[src/rtl/rdma_pkg.sv]
// Shared constants for the remote DMA data port: register offsets,
// command bit positions and status bit positions.
// Assumes an 8-bit register bus with a 4-bit offset.
package rdma_pkg;
    localparam int REG_AW = 4;
    localparam int REG_DW = 8;

    localparam logic [REG_AW-1:0] RG_CMD        = 4'h0;
    localparam logic [REG_AW-1:0] RG_RING_FIRST = 4'h1;
    localparam logic [REG_AW-1:0] RG_RING_END   = 4'h2;
    localparam logic [REG_AW-1:0] RG_ADDR_LO    = 4'h3;
    localparam logic [REG_AW-1:0] RG_ADDR_HI    = 4'h4;
    localparam logic [REG_AW-1:0] RG_CNT_LO     = 4'h5;
    localparam logic [REG_AW-1:0] RG_CNT_HI     = 4'h6;
    localparam logic [REG_AW-1:0] RG_STAT       = 4'h7;
    localparam logic [REG_AW-1:0] RG_MASK       = 4'h8;
    localparam logic [REG_AW-1:0] RG_DCFG       = 4'h9;

    localparam int CMD_W    = 3;
    localparam int CMD_HALT = 0;
    localparam int CMD_RREQ = 1;
    localparam int CMD_WREQ = 2;

    localparam int EVT_W   = 6;
    localparam int ST_DONE = 6;
    localparam int ST_RSTF = 7;
    localparam int ST_IRQW = 7;
endpackage

[src/rtl/rdma_regs.sv]
// Control register file and read multiplexer for the remote DMA port.
// It holds the command bits, ring pages, transfer mode and interrupt mask,
// and produces one-cycle write strobes for registers kept in other units.
// Assumes at most one register write per cycle.
module rdma_regs
    import rdma_pkg::*;
#(
    parameter int ADDR_W = 16,
    parameter int CNT_W  = 16
) (
    input  logic                  clk,
    input  logic                  rst_n,
    input  logic                  reg_wr,
    input  logic [REG_AW-1:0]     reg_addr,
    input  logic [REG_DW-1:0]     reg_wdata,
    output logic [REG_DW-1:0]     reg_rdata,
    input  logic [ADDR_W-1:0]     cur_addr,
    input  logic [CNT_W-1:0]      cur_cnt,
    input  logic [REG_DW-1:0]     stat_q,
    output logic [ADDR_W-9:0]     ring_first,
    output logic [ADDR_W-9:0]     ring_end,
    output logic                  word_mode,
    output logic [REG_DW-1:0]     mask_q,
    output logic                  wr_cmd,
    output logic                  wr_addr_lo,
    output logic                  wr_addr_hi,
    output logic                  wr_cnt_lo,
    output logic                  wr_cnt_hi,
    output logic                  wr_stat
);
    localparam int PAGE_W = ADDR_W - 8;

    logic [CMD_W-1:0] cmd_q;

    // Decode per-register write strobes.
    always_comb begin
        wr_cmd     = reg_wr && (reg_addr == RG_CMD);
        wr_addr_lo = reg_wr && (reg_addr == RG_ADDR_LO);
        wr_addr_hi = reg_wr && (reg_addr == RG_ADDR_HI);
        wr_cnt_lo  = reg_wr && (reg_addr == RG_CNT_LO);
        wr_cnt_hi  = reg_wr && (reg_addr == RG_CNT_HI);
        wr_stat    = reg_wr && (reg_addr == RG_STAT);
    end

    // Hold the locally owned control registers.
    always_ff @(posedge clk) begin
        if (!rst_n) begin
            cmd_q      <= CMD_W'(1 << CMD_HALT);
            ring_first <= '0;
            ring_end   <= '0;
            word_mode  <= 1'b0;
            mask_q     <= '0;
        end else if (reg_wr) begin
            case (reg_addr)
                RG_CMD:        cmd_q      <= reg_wdata[CMD_W-1:0];
                RG_RING_FIRST: ring_first <= reg_wdata[PAGE_W-1:0];
                RG_RING_END:   ring_end   <= reg_wdata[PAGE_W-1:0];
                RG_MASK:       mask_q     <= reg_wdata;
                RG_DCFG:       word_mode  <= reg_wdata[0];
                default:       ;
            endcase
        end
    end

    // Select the register addressed by reg_addr for read-back.
    always_comb begin
        case (reg_addr)
            RG_CMD:        reg_rdata = REG_DW'(cmd_q);
            RG_RING_FIRST: reg_rdata = REG_DW'(ring_first);
            RG_RING_END:   reg_rdata = REG_DW'(ring_end);
            RG_ADDR_LO:    reg_rdata = cur_addr[7:0];
            RG_ADDR_HI:    reg_rdata = REG_DW'(cur_addr[ADDR_W-1:8]);
            RG_CNT_LO:     reg_rdata = cur_cnt[7:0];
            RG_CNT_HI:     reg_rdata = REG_DW'(cur_cnt[CNT_W-1:8]);
            RG_STAT:       reg_rdata = stat_q;
            RG_MASK:       reg_rdata = mask_q;
            RG_DCFG:       reg_rdata = {7'b0, word_mode};
            default:       reg_rdata = '0;
        endcase
    end
endmodule

[src/rtl/rdma_engine.sv]
// Transfer engine: keeps the current address and remaining count, turns
// data-port strobes into memory requests, and formats read data.
// Assumes a synchronous memory that returns read data one cycle after a
// request, and that dp_rd and dp_wr are not high together.
// A register write to address or count wins over a same-cycle step.
module rdma_engine #(
    parameter int ADDR_W     = 16,
    parameter int CNT_W      = 16,
    parameter int PROM_BYTES = 32,
    parameter int WIN_BASE   = 'h4000,
    parameter int WIN_END    = 'h8000
) (
    input  logic              clk,
    input  logic              rst_n,
    input  logic              word_mode,
    input  logic [ADDR_W-9:0] ring_first,
    input  logic [ADDR_W-9:0] ring_end,
    input  logic              wr_addr_lo,
    input  logic              wr_addr_hi,
    input  logic              wr_cnt_lo,
    input  logic              wr_cnt_hi,
    input  logic [7:0]        reg_byte,
    input  logic              dp_wr,
    input  logic              dp_rd,
    input  logic [15:0]       dp_wdata,
    output logic [15:0]       dp_rdata,
    output logic              dp_rvalid,
    output logic              mem_req,
    output logic              mem_we,
    output logic [ADDR_W-2:0] mem_addr,
    output logic [1:0]        mem_be,
    output logic [15:0]       mem_wdata,
    input  logic [15:0]       mem_rdata,
    output logic [ADDR_W-1:0] cur_addr,
    output logic [CNT_W-1:0]  cur_cnt,
    output logic              done_evt
);
    localparam int LANES = 2;
    localparam int HI_A  = ADDR_W - 8;
    localparam int HI_C  = CNT_W - 8;
    localparam int CMP_W = ADDR_W + 1;
    localparam logic [CMP_W-1:0] LIM_PROM = CMP_W'(PROM_BYTES);
    localparam logic [CMP_W-1:0] LIM_BASE = CMP_W'(WIN_BASE);
    localparam logic [CMP_W-1:0] LIM_END  = CMP_W'(WIN_END);

    logic [ADDR_W-1:0] addr_q, acc_addr, addr_adv, addr_nxt, wrap_at, wrap_to;
    logic [CNT_W-1:0]  cnt_q, cnt_nxt;
    logic [ADDR_W-1:0] step_a;
    logic [CNT_W-1:0]  step_c;
    logic              write_go, read_go, step, in_win, last;
    logic              rd_pend_q, rd_lane_q, rd_word_q, rd_miss_q;

    // Decide whether this cycle moves the engine.
    always_comb begin
        write_go = dp_wr && (cnt_q != '0);
        read_go  = dp_rd && !dp_wr;
        step     = write_go || read_go;
    end

    // Form the memory byte address and check it against the two windows.
    always_comb begin
        acc_addr = word_mode ? {addr_q[ADDR_W-1:1], 1'b0} : addr_q;
        in_win   = ({1'b0, acc_addr} < LIM_PROM) ||
                   (({1'b0, acc_addr} >= LIM_BASE) && ({1'b0, acc_addr} < LIM_END));
    end

    // Compute the advanced address with ring wrap and the next count.
    always_comb begin
        step_a   = word_mode ? ADDR_W'(2) : ADDR_W'(1);
        step_c   = word_mode ? CNT_W'(2) : CNT_W'(1);
        wrap_at  = {ring_end, 8'h00};
        wrap_to  = {ring_first, 8'h00};
        addr_adv = addr_q + step_a;
        addr_nxt = (addr_adv == wrap_at) ? wrap_to : addr_adv;
        last     = (cnt_q <= step_c);
        cnt_nxt  = last ? '0 : (cnt_q - step_c);
        done_evt = step && last;
    end

    // Drive the memory request fields.
    always_comb begin
        mem_req  = step && in_win;
        mem_we   = write_go;
        mem_addr = acc_addr[ADDR_W-1:1];
    end

    // Per-lane enables and write data: word mode fills both lanes,
    // byte mode picks the lane named by address bit 0.
    for (genvar ln = 0; ln < LANES; ln++) begin : g_lane
        assign mem_be[ln] = word_mode || (acc_addr[0] == 1'(ln));
        assign mem_wdata[8*ln +: 8] = word_mode ? dp_wdata[8*ln +: 8] : dp_wdata[7:0];
    end

    // Address register: register writes first, then transfer steps.
    always_ff @(posedge clk) begin
        if (!rst_n)
            addr_q <= '0;
        else if (wr_addr_lo)
            addr_q[7:0] <= reg_byte;
        else if (wr_addr_hi)
            addr_q[ADDR_W-1:8] <= reg_byte[HI_A-1:0];
        else if (step)
            addr_q <= addr_nxt;
    end

    // Count register: register writes first, then transfer steps.
    always_ff @(posedge clk) begin
        if (!rst_n)
            cnt_q <= '0;
        else if (wr_cnt_lo)
            cnt_q[7:0] <= reg_byte;
        else if (wr_cnt_hi)
            cnt_q[CNT_W-1:8] <= reg_byte[HI_C-1:0];
        else if (step)
            cnt_q <= cnt_nxt;
    end

    // Remember the shape of an issued read until its data returns.
    always_ff @(posedge clk) begin
        if (!rst_n) begin
            rd_pend_q <= 1'b0;
            rd_lane_q <= 1'b0;
            rd_word_q <= 1'b0;
            rd_miss_q <= 1'b0;
        end else begin
            rd_pend_q <= read_go;
            rd_lane_q <= acc_addr[0];
            rd_word_q <= word_mode;
            rd_miss_q <= !in_win;
        end
    end

    // Format returned data: byte pick, word pass-through, or all ones.
    always_comb begin
        dp_rvalid = rd_pend_q;
        if (rd_miss_q)
            dp_rdata = rd_word_q ? 16'hFFFF : 16'h00FF;
        else if (rd_word_q)
            dp_rdata = mem_rdata;
        else
            dp_rdata = {8'h00, rd_lane_q ? mem_rdata[15:8] : mem_rdata[7:0]};
    end

    assign cur_addr = addr_q;
    assign cur_cnt  = cnt_q;
endmodule

[src/rtl/rdma_irq.sv]
// Interrupt status register and level interrupt output.
// Bits 6..0 are set by events and cleared by writing ones. Bit 7 marks
// reset and is cleared by a command write that leaves halt off.
// A set event in the same cycle as a clear wins.
module rdma_irq
    import rdma_pkg::*;
#(
    parameter int CNT_W = 16
) (
    input  logic             clk,
    input  logic             rst_n,
    input  logic             wr_stat,
    input  logic [ST_IRQW-1:0] clr_bits,
    input  logic             wr_cmd,
    input  logic [CMD_W-1:0] cmd_bits,
    input  logic [CNT_W-1:0] cur_cnt,
    input  logic             done_evt,
    input  logic [EVT_W-1:0] ext_evt,
    input  logic [ST_IRQW-1:0] mask_bits,
    output logic [7:0]       stat_q,
    output logic             irq
);
    logic             run_cmd, zero_len;
    logic [ST_IRQW-1:0] set_v, clr_v;

    // Work out which status bits to set and which to clear this cycle.
    always_comb begin
        run_cmd  = wr_cmd && !cmd_bits[CMD_HALT];
        zero_len = run_cmd && (cmd_bits[CMD_RREQ] || cmd_bits[CMD_WREQ]) &&
                   (cur_cnt == '0);
        set_v    = {done_evt || zero_len, ext_evt};
        clr_v    = wr_stat ? clr_bits : '0;
    end

    // Update the status register.
    always_ff @(posedge clk) begin
        if (!rst_n) begin
            stat_q <= 8'h80;
        end else begin
            stat_q[ST_IRQW-1:0] <= (stat_q[ST_IRQW-1:0] & ~clr_v) | set_v;
            if (run_cmd)
                stat_q[ST_RSTF] <= 1'b0;
        end
    end

    // Drive the level interrupt from the masked low status bits.
    assign irq = |(stat_q[ST_IRQW-1:0] & mask_bits);
endmodule

[src/rtl/rdma_port.sv]
// Top of the remote DMA data port: register file, transfer engine and
// interrupt status unit.
// Assumes one strobe per cycle among register write, data-port read
// and data-port write.
module rdma_port
    import rdma_pkg::*;
#(
    parameter int ADDR_W     = 16,
    parameter int CNT_W      = 16,
    parameter int PROM_BYTES = 32,
    parameter int WIN_BASE   = 'h4000,
    parameter int WIN_END    = 'h8000
) (
    input  logic              clk,
    input  logic              rst_n,
    input  logic              reg_wr,
    input  logic [3:0]        reg_addr,
    input  logic [7:0]        reg_wdata,
    output logic [7:0]        reg_rdata,
    input  logic              dp_wr,
    input  logic              dp_rd,
    input  logic [15:0]       dp_wdata,
    output logic [15:0]       dp_rdata,
    output logic              dp_rvalid,
    input  logic [5:0]        ext_evt,
    output logic              mem_req,
    output logic              mem_we,
    output logic [ADDR_W-2:0] mem_addr,
    output logic [1:0]        mem_be,
    output logic [15:0]       mem_wdata,
    input  logic [15:0]       mem_rdata,
    output logic              irq
);
    logic [ADDR_W-1:0] cur_addr;
    logic [CNT_W-1:0]  cur_cnt;
    logic [7:0]        stat_q, mask_q;
    logic [ADDR_W-9:0] ring_first, ring_end;
    logic              word_mode, done_evt;
    logic              wr_cmd, wr_addr_lo, wr_addr_hi, wr_cnt_lo, wr_cnt_hi, wr_stat;

    rdma_regs #(.ADDR_W(ADDR_W), .CNT_W(CNT_W)) u_regs (
        .clk(clk), .rst_n(rst_n), .reg_wr(reg_wr), .reg_addr(reg_addr),
        .reg_wdata(reg_wdata), .reg_rdata(reg_rdata), .cur_addr(cur_addr),
        .cur_cnt(cur_cnt), .stat_q(stat_q), .ring_first(ring_first),
        .ring_end(ring_end), .word_mode(word_mode), .mask_q(mask_q),
        .wr_cmd(wr_cmd), .wr_addr_lo(wr_addr_lo), .wr_addr_hi(wr_addr_hi),
        .wr_cnt_lo(wr_cnt_lo), .wr_cnt_hi(wr_cnt_hi), .wr_stat(wr_stat)
    );

    rdma_engine #(
        .ADDR_W(ADDR_W), .CNT_W(CNT_W), .PROM_BYTES(PROM_BYTES),
        .WIN_BASE(WIN_BASE), .WIN_END(WIN_END)
    ) u_engine (
        .clk(clk), .rst_n(rst_n), .word_mode(word_mode),
        .ring_first(ring_first), .ring_end(ring_end),
        .wr_addr_lo(wr_addr_lo), .wr_addr_hi(wr_addr_hi),
        .wr_cnt_lo(wr_cnt_lo), .wr_cnt_hi(wr_cnt_hi), .reg_byte(reg_wdata),
        .dp_wr(dp_wr), .dp_rd(dp_rd), .dp_wdata(dp_wdata),
        .dp_rdata(dp_rdata), .dp_rvalid(dp_rvalid),
        .mem_req(mem_req), .mem_we(mem_we), .mem_addr(mem_addr),
        .mem_be(mem_be), .mem_wdata(mem_wdata), .mem_rdata(mem_rdata),
        .cur_addr(cur_addr), .cur_cnt(cur_cnt), .done_evt(done_evt)
    );

    rdma_irq #(.CNT_W(CNT_W)) u_irq (
        .clk(clk), .rst_n(rst_n), .wr_stat(wr_stat),
        .clr_bits(reg_wdata[ST_IRQW-1:0]), .wr_cmd(wr_cmd),
        .cmd_bits(reg_wdata[CMD_W-1:0]), .cur_cnt(cur_cnt),
        .done_evt(done_evt), .ext_evt(ext_evt),
        .mask_bits(mask_q[ST_IRQW-1:0]), .stat_q(stat_q), .irq(irq)
    );
endmodule

[config.mk]
export PLATFORM = sky130hd
export DESIGN_NAME = rdma_port
export DESIGN_NICKNAME = d
export VERILOG_FILES = /design/src/rtl/rdma_pkg.sv /design/src/rtl/rdma_regs.sv /design/src/rtl/rdma_engine.sv /design/src/rtl/rdma_irq.sv /design/src/rtl/rdma_port.sv
export SDC_FILE = /design/constraint.sdc
export NUM_CORES = 1
export LEC_CHECK = 0
export ABC_AREA = 0
export BUFFER_PORTS_ARGS = -buffer_cell sky130_fd_sc_hd__buf_2
export CAP_MARGIN = 20
export CORE_AREA = 2 2 105 107
export CTS_CLUSTER_DIAMETER = 200
export DETAILED_ROUTE_END_ITERATION = 16
export DIE_AREA = 0 0 107 109
export PLACE_DENSITY = 0.76
export SLEW_MARGIN = 20
export SYNTH_ARGS = -nofsm -noshare
export SYNTH_HDL_FRONTEND = slang
export SYNTH_SLANG_ARGS = --single-unit
[constraint.sdc]
create_clock -name clk -period 3.3 [get_ports clk]
set_input_delay 0.33 -clock clk [delete_from_list [all_inputs] [get_ports clk]]
set_output_delay 0.33 -clock clk [all_outputs]
set_load 0.05 [all_outputs]
==> results list, run 1 <==
- Outcome: completed
- Clock latency on the worst-skew pair, taken at its later pin, is 0.36 ns.
- Summing over every cut layer, the via total after detailed routing is 5481.
* Category of the worst setup path launch point: register
- Summed over all cells, the static leakage comes to 2.56 nW.
* Minimum setup slack among reg-to-reg paths: 0.19 ns
- After filler insertion, the fill cell instance count of the layout stands at 993.
- Traced cell by cell, the critical path runs through inv_4, ha_2, inv_1, fa_2, nor4_4, nand2_2, a2111o_1, a2111oi_4, nand4bb_1, or3b_1, a31oi_1.
- Final-layout setup total negative slack: 0 ns
- Horizontal die dimension: 107 um
- The cell sitting at the root of the clock tree is a sky130_fd_sc_hd__clkbuf_8.
- Largest cells by area after synthesis: sky130_fd_sc_hd__dfxtp_1 28%, sky130_fd_sc_hd__mux2i_1 6.4%, sky130_fd_sc_hd__nand2_1 5.9%, sky130_fd_sc_hd__nor2_1 5.8%, sky130_fd_sc_hd__a21oi_1 4.0%
* Number of detailed-route iterations in the first pass: 8
* Slowest stage cell, crit path: sky130_fd_sc_hd__a2111o_1
- The path class of the tightest hold or removal check is primary input to register.
- At the pin with the least slew margin, the transition time is 0.816 ns.
- Global placement routability congestion: 0.943
- Number of antenna repair diodes: 0
* Hold Path Origin: dp_wr
* Worst Setup Path Type: register to register
- In this run, the number of DRC markers left after iteration 0 of detailed routing was 734.
- In this design, the stage delay of the slowest critical-path cell is 0.42 ns.
* Antenna violations before repair: 0
- Along the worst path, the maximum fanout reaches 8.
* Final period util: 0.943
- Clock skew on the completed layout was measured at 0.0168 ns.
* Depth of the CTS H-tree: 3
- For this run, the number of Yosys warnings is 0.
- Ratio of cells with drive above 1 in the final layout: 0.243
- Static timing analysis puts the maximum clock frequency at 321 MHz.
- Synthesized area divided by synthesized cell count: 7.50 sq um
- Port buffering added 115 buffers.
* Average wire length per cell after detail routing: 19.1 um
- The floorplan step defined a die boundary enclosing 11700 sq um.
- When the netlist entered floorplanning its net count stood at 748.
- Data on the critical path is required at its endpoint by 3.59 ns.
- IR analysis of the VDD net gives a maximum drop of 0.447 mV.
* Main flop type after synthesis: sky130_fd_sc_hd__dfxtp_1
- Using the TritonRoute via totals, the vias-per-cell ratio works out to 6.08.
- The tool flagged a number of max-cap violations equal to 0.
- Async set or reset register ratio after synthesis: 0
- Core Footprint: 10600 sq um
* Total wire length: 17.2 mm
* Overall Global Routing Usage: 0.300
* Via count of the first global-routing pass: 5209
- The number of clock buffers added by TritonCTS is 9.
- In this run the remaining antenna-violating nets after routing total 0.
- Setup violations remaining at the end of the flow were counted as 0.
- After clock tree synthesis, the clock-pin slew on the worst setup and hold paths is 0.09 ns.
- The clock net in this run drives a total of 72 sinks.
- Most repeated cell in the gate-level netlist after synthesis: sky130_fd_sc_hd__nand2_1
- Area grow syn2layout: 15.0%
- Flop and latch count out of synthesis: 72
- The initial utilization of the core area, before any placement, comes to 0.484.
* Top cells by instance count after synthesis: 81 x sky130_fd_sc_hd__nand2_1, 79 x sky130_fd_sc_hd__nor2_1, 72 x sky130_fd_sc_hd__dfxtp_1
* Arrival time worst endpoint: 3.40 ns
- The clock passes through at most 2 buffers.
* Count of hold buffers inserted by post-cts repair: 0
- In the routed design, unresolved DRC markers number 0.
- The worst register-to-register path begins at u_regs.word_mode.
- Syn Inst Count: 685
- Power spread over the standard cell area amounts to 637 nW/um^2.
* Crit path from: u_regs.word_mode
* Global-route wire length before repair: 27.2 mm
- In this run the cell area of the synthesized design comes to 5130 sq um.
* Sum of overflow across all layers after global routing: 0
- Die boundary height: 109 um
* Cell type with the highest aggregate area in the netlist: sky130_fd_sc_hd__dfxtp_1
* Boundary pin count: 116
- Yosys mapped a number of flops with a built-in enable equal to 0.
- The number of hold-slack violations in the final timing report came to 0.
- Summed over all nets, the half-perimeter wirelength after detailed placement is 12.8 mm.
- Clock tree from TritonCTS: yes
* Sequential fraction of the synthesis area: 0.281
- The max-slew violation count is 0.
* Num rows: 38
- Headroom to the max-slew limit came out at 0.449.
- Min Tclk post-route: 3.11 ns
* Largest net degree at the start of global routing: 32
* Final net count: 819
- At the end of the flow the core is filled with cells to 0.557.
- STA classifies the critical path endpoint as a register.
* Number of distinct library cells after synthesis: 62
- Setup repair after global routing left no endpoint under its margin.
* Share of the synthesized area in the top cell type: 0.281
## metal layers
metal	wire length (um)	part of all wire	up-vias	track usage
met3	1620	0.094	56	0.0520
li1	-	-	2568	-
met2	8070	0.47	309	0.498
met5	0	0	-	0
met4	620	0.036	0	0.127
met1	6910	0.40	2548	0.386
## placed cells by master (no fill, tap or decap), types with 7 or more instances in the layout
master,Yosys,final
sky130_fd_sc_hd__a211oi_1,8,8
sky130_fd_sc_hd__a21oi_1,41,41
sky130_fd_sc_hd__a22oi_1,26,26
sky130_fd_sc_hd__buf_2,12,115
sky130_fd_sc_hd__buf_4,23,24
sky130_fd_sc_hd__clkbuf_8,0,9
sky130_fd_sc_hd__dfxtp_1,72,72
sky130_fd_sc_hd__inv_1,16,14
sky130_fd_sc_hd__mux2_2,12,12
sky130_fd_sc_hd__mux2i_1,33,33
sky130_fd_sc_hd__nand2_1,81,81
sky130_fd_sc_hd__nand3_1,22,22
sky130_fd_sc_hd__nand3b_1,8,8
sky130_fd_sc_hd__nor2_1,79,78
sky130_fd_sc_hd__nor2b_1,14,14
sky130_fd_sc_hd__nor3_1,18,16
sky130_fd_sc_hd__nor4_1,9,9
sky130_fd_sc_hd__o21a_1,9,9
sky130_fd_sc_hd__o21ai_0,27,27
sky130_fd_sc_hd__o22ai_1,9,9
sky130_fd_sc_hd__xnor2_1,14,14
sky130_fd_sc_hd__xor2_1,7,7
## stage by stage
stage	worst slack, ns	power [mW]	instances	area, sq um	hold slack (ns)
final	0.189	3.76	901	5900	0.177
after global routing	0.00957	4.01	901	5900	0.176
after CTS	0.0381	3.73	900	5860	0.166
after detailed placement	0.0299	3.03	884	5670	0.452
after global placement	0.208	2.98	884	5670	0.448
after floorplan	0.00900	2.56	685	5140	0.392
## cells by family after synthesis
group | after synthesis | share of synthesized area
adder cells (fa/ha/maj) | 8 | 0.0224
AND/OR/NAND/NOR | 273 | 0.257
multiplexers | 46 | 0.0950
AO/OA/AOI/OAI | 168 | 0.219
XOR/XNOR | 21 | 0.0358
flip-flops | 72 | 0.281
buffers and inverters | 97 | 0.0906
## cell type report
cell class                 count  area, sq um  share of cell area
multi-input combinational    516         3260               0.552
sequential                    72         1440               0.244
timing repair buffer         140          767               0.130
tap                          140          175              0.0297
clock buffer                  10          128              0.0216
clock inverter                 6         67.6              0.0114
inverter                      17         66.3              0.0112
## power by group
group          switching (mW)  internal [mW]
Combinational            1.18          0.702
Clock                   0.349          0.352
Sequential              0.191          0.989
Total                    1.72           2.04
## state kept, by name, summed over array words and instances (netlist names)
register / flops
u_engine.dp_rvalid: 1
u_irq.stat_q: 8
u_engine.rd_miss_q: 1
u_engine.cur_addr: 16
u_regs.ring_end: 8
u_engine.rd_word_q: 1
u_regs.ring_first: 8
u_regs.word_mode: 1
u_engine.cur_cnt: 16
u_regs.mask_q: 8
u_regs.cmd_q: 3
u_engine.rd_lane_q: 1
## path summary, 6_finish.rpt
kind | to | cells past startpoint
min | u_engine.dp_rvalid | 2
min reg2reg | u_regs.mask_q[7] | 2
max | u_engine.cur_addr[10] | 11
max reg2reg | u_engine.cur_addr[10] | 11
## worst max-delay path, delay by kind of cell (launching register included)
kind / cells / cell delay (ns)
AO/OA/AOI/OAI: 3 / 0.88
adder cells (fa/ha/maj): 2 / 0.61
AND/OR/NAND/NOR: 4 / 1.01
buffers and inverters: 2 / 0.18
flip-flops: 1 / 0.34
## what timing repair did
action	CTS	global route
setup buffers	0	1
setup endpoints to repair	6	15
pin swaps	1	2
gates cloned	0	0
gates resized for setup	1	6
No activity file was read; power rests on OpenSTA's default activity.
==> run 2, diff against run 1 <==
--- a/config.mk
+++ b/config.mk
@@ -8,11 +8,12 @@
 export ABC_AREA = 0
 export BUFFER_PORTS_ARGS = -buffer_cell sky130_fd_sc_hd__buf_2
 export CAP_MARGIN = 20
-export CORE_AREA = 2 2 105 107
+export CORE_AREA = 2 2 104 106
+export CTS_BUF_LIST = sky130_fd_sc_hd__clkbuf_8
 export CTS_CLUSTER_DIAMETER = 200
 export DETAILED_ROUTE_END_ITERATION = 16
-export DIE_AREA = 0 0 107 109
-export PLACE_DENSITY = 0.76
+export DIE_AREA = 0 0 106 108
+export PLACE_DENSITY = 0.77
 export SLEW_MARGIN = 20
 export SYNTH_ARGS = -nofsm -noshare
 export SYNTH_HDL_FRONTEND = slang
==> run 2 against run 1 <==
Compared with the run above:
- sequential share of layout area rose by 0.27 points
- routed wire length down 2.0%
- final area fell by 1.1%
- clock-buffer cell count shrank 1
- via count increased by 0.58%
- global-route usage decreased by 0.24 points
- critical path type unchanged
- critical endpoint is now u_engine.cur_addr[13]
- largest power group unchanged
==> results list, run 2 (same netlist as run 1, synthesis figures left out) <==
* Remaining antenna violation count: 0 (unchanged)
* Leading cell types in the layout, fill and taps excluded: 115 x sky130_fd_sc_hd__buf_2, 81 x sky130_fd_sc_hd__nand2_1, 79 x sky130_fd_sc_hd__nor2_1, 72 x sky130_fd_sc_hd__dfxtp_1, 41 x sky130_fd_sc_hd__a21oi_1 (was 115 x sky130_fd_sc_hd__buf_2, 81 x sky130_fd_sc_hd__nand2_1, 78 x sky130_fd_sc_hd__nor2_1, 72 x sky130_fd_sc_hd__dfxtp_1, 41 x sky130_fd_sc_hd__a21oi_1)
* Setup repair after global routing missed its margin: no (unchanged)
* CTS Root Buffer Type: sky130_fd_sc_hd__clkbuf_8 (unchanged)
- The slew of the pin with the lowest slew margin is 0.851 ns (was 0.816 ns).
* Total power consumption of the routed design: 3.70 mW (was 3.76 mW)
* Final period util: 0.945 (was 0.943)
- The number of filler instances in the final layout is 974 (was 993).
- The CTS buffer count is 9 (unchanged).
- Critical path required time: 3.51 ns (was 3.59 ns)
* Min Tclk post-route: 3.12 ns (was 3.11 ns)
- Leak pwr: 2.54 nW (was 2.56 nW)
* Number of placed instances with taps included: 879 (was 884)
- The final estimated routing congestion in global placement was 1.01 (was 0.943).
* Crit-path cells: inv_4, ha_1, inv_1, fa_1, nor4_4, nand2_2, a2111o_1, a2111oi_2, nand4bb_1, buf_4, mux2i_1, o22ai_1 (was inv_4, ha_2, inv_1, fa_2, nor4_4, nand2_2, a2111o_1, a2111oi_4, nand4bb_1, or3b_1, a31oi_1)
* Boundary pin count: 116 (unchanged)
- Global-route wire length before repair: 26.7 mm (was 27.2 mm)
* Depth of the CTS H-tree: 3 (unchanged)
* Number of antenna repair diodes: 0 (unchanged)
- The final worst clock skew was 0.0157 ns (was 0.0168 ns).
- Final worst setup slack: 0.180 ns (was 0.189 ns)
* Count of hold buffers inserted by post-cts repair: 0 (unchanged)
* Worst Setup Path Type: register to register (unchanged)
- Min-Delay Path Class: primary input to register (unchanged)
- The CTS sink count came to 72 (unchanged).
- The storage element area was 1440 sq um (unchanged).
- The area added between synthesis and finish is 13.7% (was 15.0%).
* Sum of overflow across all layers after global routing: 0 (unchanged)
- The TritonCTS clock tree was yes (unchanged).
- The routed wire length per instance was 18.8 um (was 19.1 um).
- Antenna violations before repair: 0 (unchanged)
* Clock latency at the later pin of the worst-skew pair: 0.37 ns (was 0.36 ns)
- The worst hold slack came to 0.158 ns (was 0.177 ns).
- The peak per-stage delay on the critical path is 0.46 ns (was 0.42 ns).
- Reported max-cap violation count: 0 (unchanged)
- Via count: 5513 (was 5481)
* Ratio of cells with drive above 1 in the final layout: 0.237 (was 0.243)
- Via count of the first global-routing pass: 5131 (was 5209)
* Detailed-route vias per instance: 6.16 (was 6.08)
- The effective utilization at floorplan is 0.502 (was 0.484).
- Placed wire-length estimate: 12.3 mm (was 12.8 mm)
- The area of the multi-input gates came to 3230 sq um (was 3260 sq um).
* Most common library cell in the layout ignoring fill and taps: sky130_fd_sc_hd__buf_2 (unchanged)
* Power Dens Cells: 633 nW/um^2 (was 637 nW/um^2)
* Final core occ: 0.571 (was 0.557)
* Final net count: 817 (was 819)
- Outcome: completed (unchanged)
* Die area: 11400 sq um (was 11700 sq um)
- Pre-CTS setup slack: 0.221 ns (was 0.0299 ns)
* Arrival time worst endpoint: 3.33 ns (was 3.40 ns)
- The initial DRC count came to 593 (was 734).
* Finish-stage setup viols: 0 (unchanged)
- The number of hold-slack violations in the final timing report was 0 (unchanged).
- Finished Layout Cells: 895 (was 901)
- The clock tree buffer depth is 2 (unchanged).
- The top fanout value on the critical path is 5 (was 8).
- Category of the worst setup path launch point: register (unchanged)
- Minimum setup slack among reg-to-reg paths: 0.18 ns (was 0.19 ns)
- Num rows: 37 (was 38)
- Max-slew violation count: 0 (unchanged)
- Port-buffer cells: 115 (unchanged)
- The total detailed-routing wirelength is 16.9 mm (was 17.2 mm).
* Post-route standard cell area excluding fillers: 5840 sq um (was 5900 sq um)
- Clock edge transition at the registers on the reported setup and hold paths: 0.09 ns (about the same)
* Number of detailed-route iterations in the first pass: 5 (was 8)
* Final-layout setup total negative slack: 0 ns (unchanged)
- IR Drop Worst-Case VDD: 0.577 mV (was 0.447 mV)
* Largest net degree at the start of global routing: 46 (was 32)
- Slowest stage cell, crit path: sky130_fd_sc_hd__fa_1 (was sky130_fd_sc_hd__a2111o_1)
* CP Capture Type: register (unchanged)
- The height of the die is 108 um (was 109 um).
- The all-layer global routing usage came to 0.298 (was 0.300).
- Core Footprint: 10200 sq um (was 10600 sq um)
- The post-CTS setup repair buffer count came to 0 (unchanged).
- Achievable Freq: 321 MHz (about the same)
- The remaining max-slew budget at the tightest pin is 0.431 (was 0.449).
- The x dimension of the die was 106 um (was 107 um).
* Count of unresolved DRC violations after routing: 0 (unchanged)
- Placement Cell Area: 5650 sq um (was 5670 sq um)
-- run 2: routing by layer --
| metal | vias up | track usage | wire length [um] |
|---|---|---|---|
| met3 | 35 | 0.0561 | 1700 |
| li1 | 2558 | - | - |
| met4 | 0 | 0.117 | 460 |
| met2 | 327 | 0.490 | 7960 |
| met1 | 2593 | 0.388 | 6750 |
| met5 | - | 0 | 0 |
-- run 2: layout make-up --
class | count | area share
clock buffer | 9 | 0.0212
clock inverter | 7 | 0.00964
inverter | 17 | 0.0114
multi-input combinational | 516 | 0.554
sequential | 72 | 0.247
tap | 136 | 0.0291
timing repair buffer | 138 | 0.128
-- run 2: worst paths after layout --
path,startpoint,endpoint,cells after the start
hold / removal,ext_evt[5],u_irq.stat_q[5],3
hold reg to reg,u_regs.mask_q[2],u_regs.mask_q[2],2
setup / recovery,u_regs.word_mode,u_engine.cur_addr[13],12
setup reg to reg,u_regs.word_mode,u_engine.cur_addr[13],12
-- run 2: what timing repair did --
item                                    in CTS  in global routing
endpoints found under the setup margin       0                  3
hold endpoints to repair                     0                  0
gates resized for setup                      0                  1
-- run 2: power by group --
group	leakage [nW]	switching [mW]	internal (mW)
combinational	1.87	1.17	0.696
clock	0.0838	0.383	0.280
sequential	0.587	0.181	0.989
total	2.54	1.73	1.96
-- run 2: critical path, delay by kind of cell, from the launching register on --
kind	cells	cell delay, ns
compound gates	3	0.77
fa+ha+maj	2	0.63
buf+inv	3	0.35
flops	1	0.35
mux	1	0.17
simple gates	3	0.70
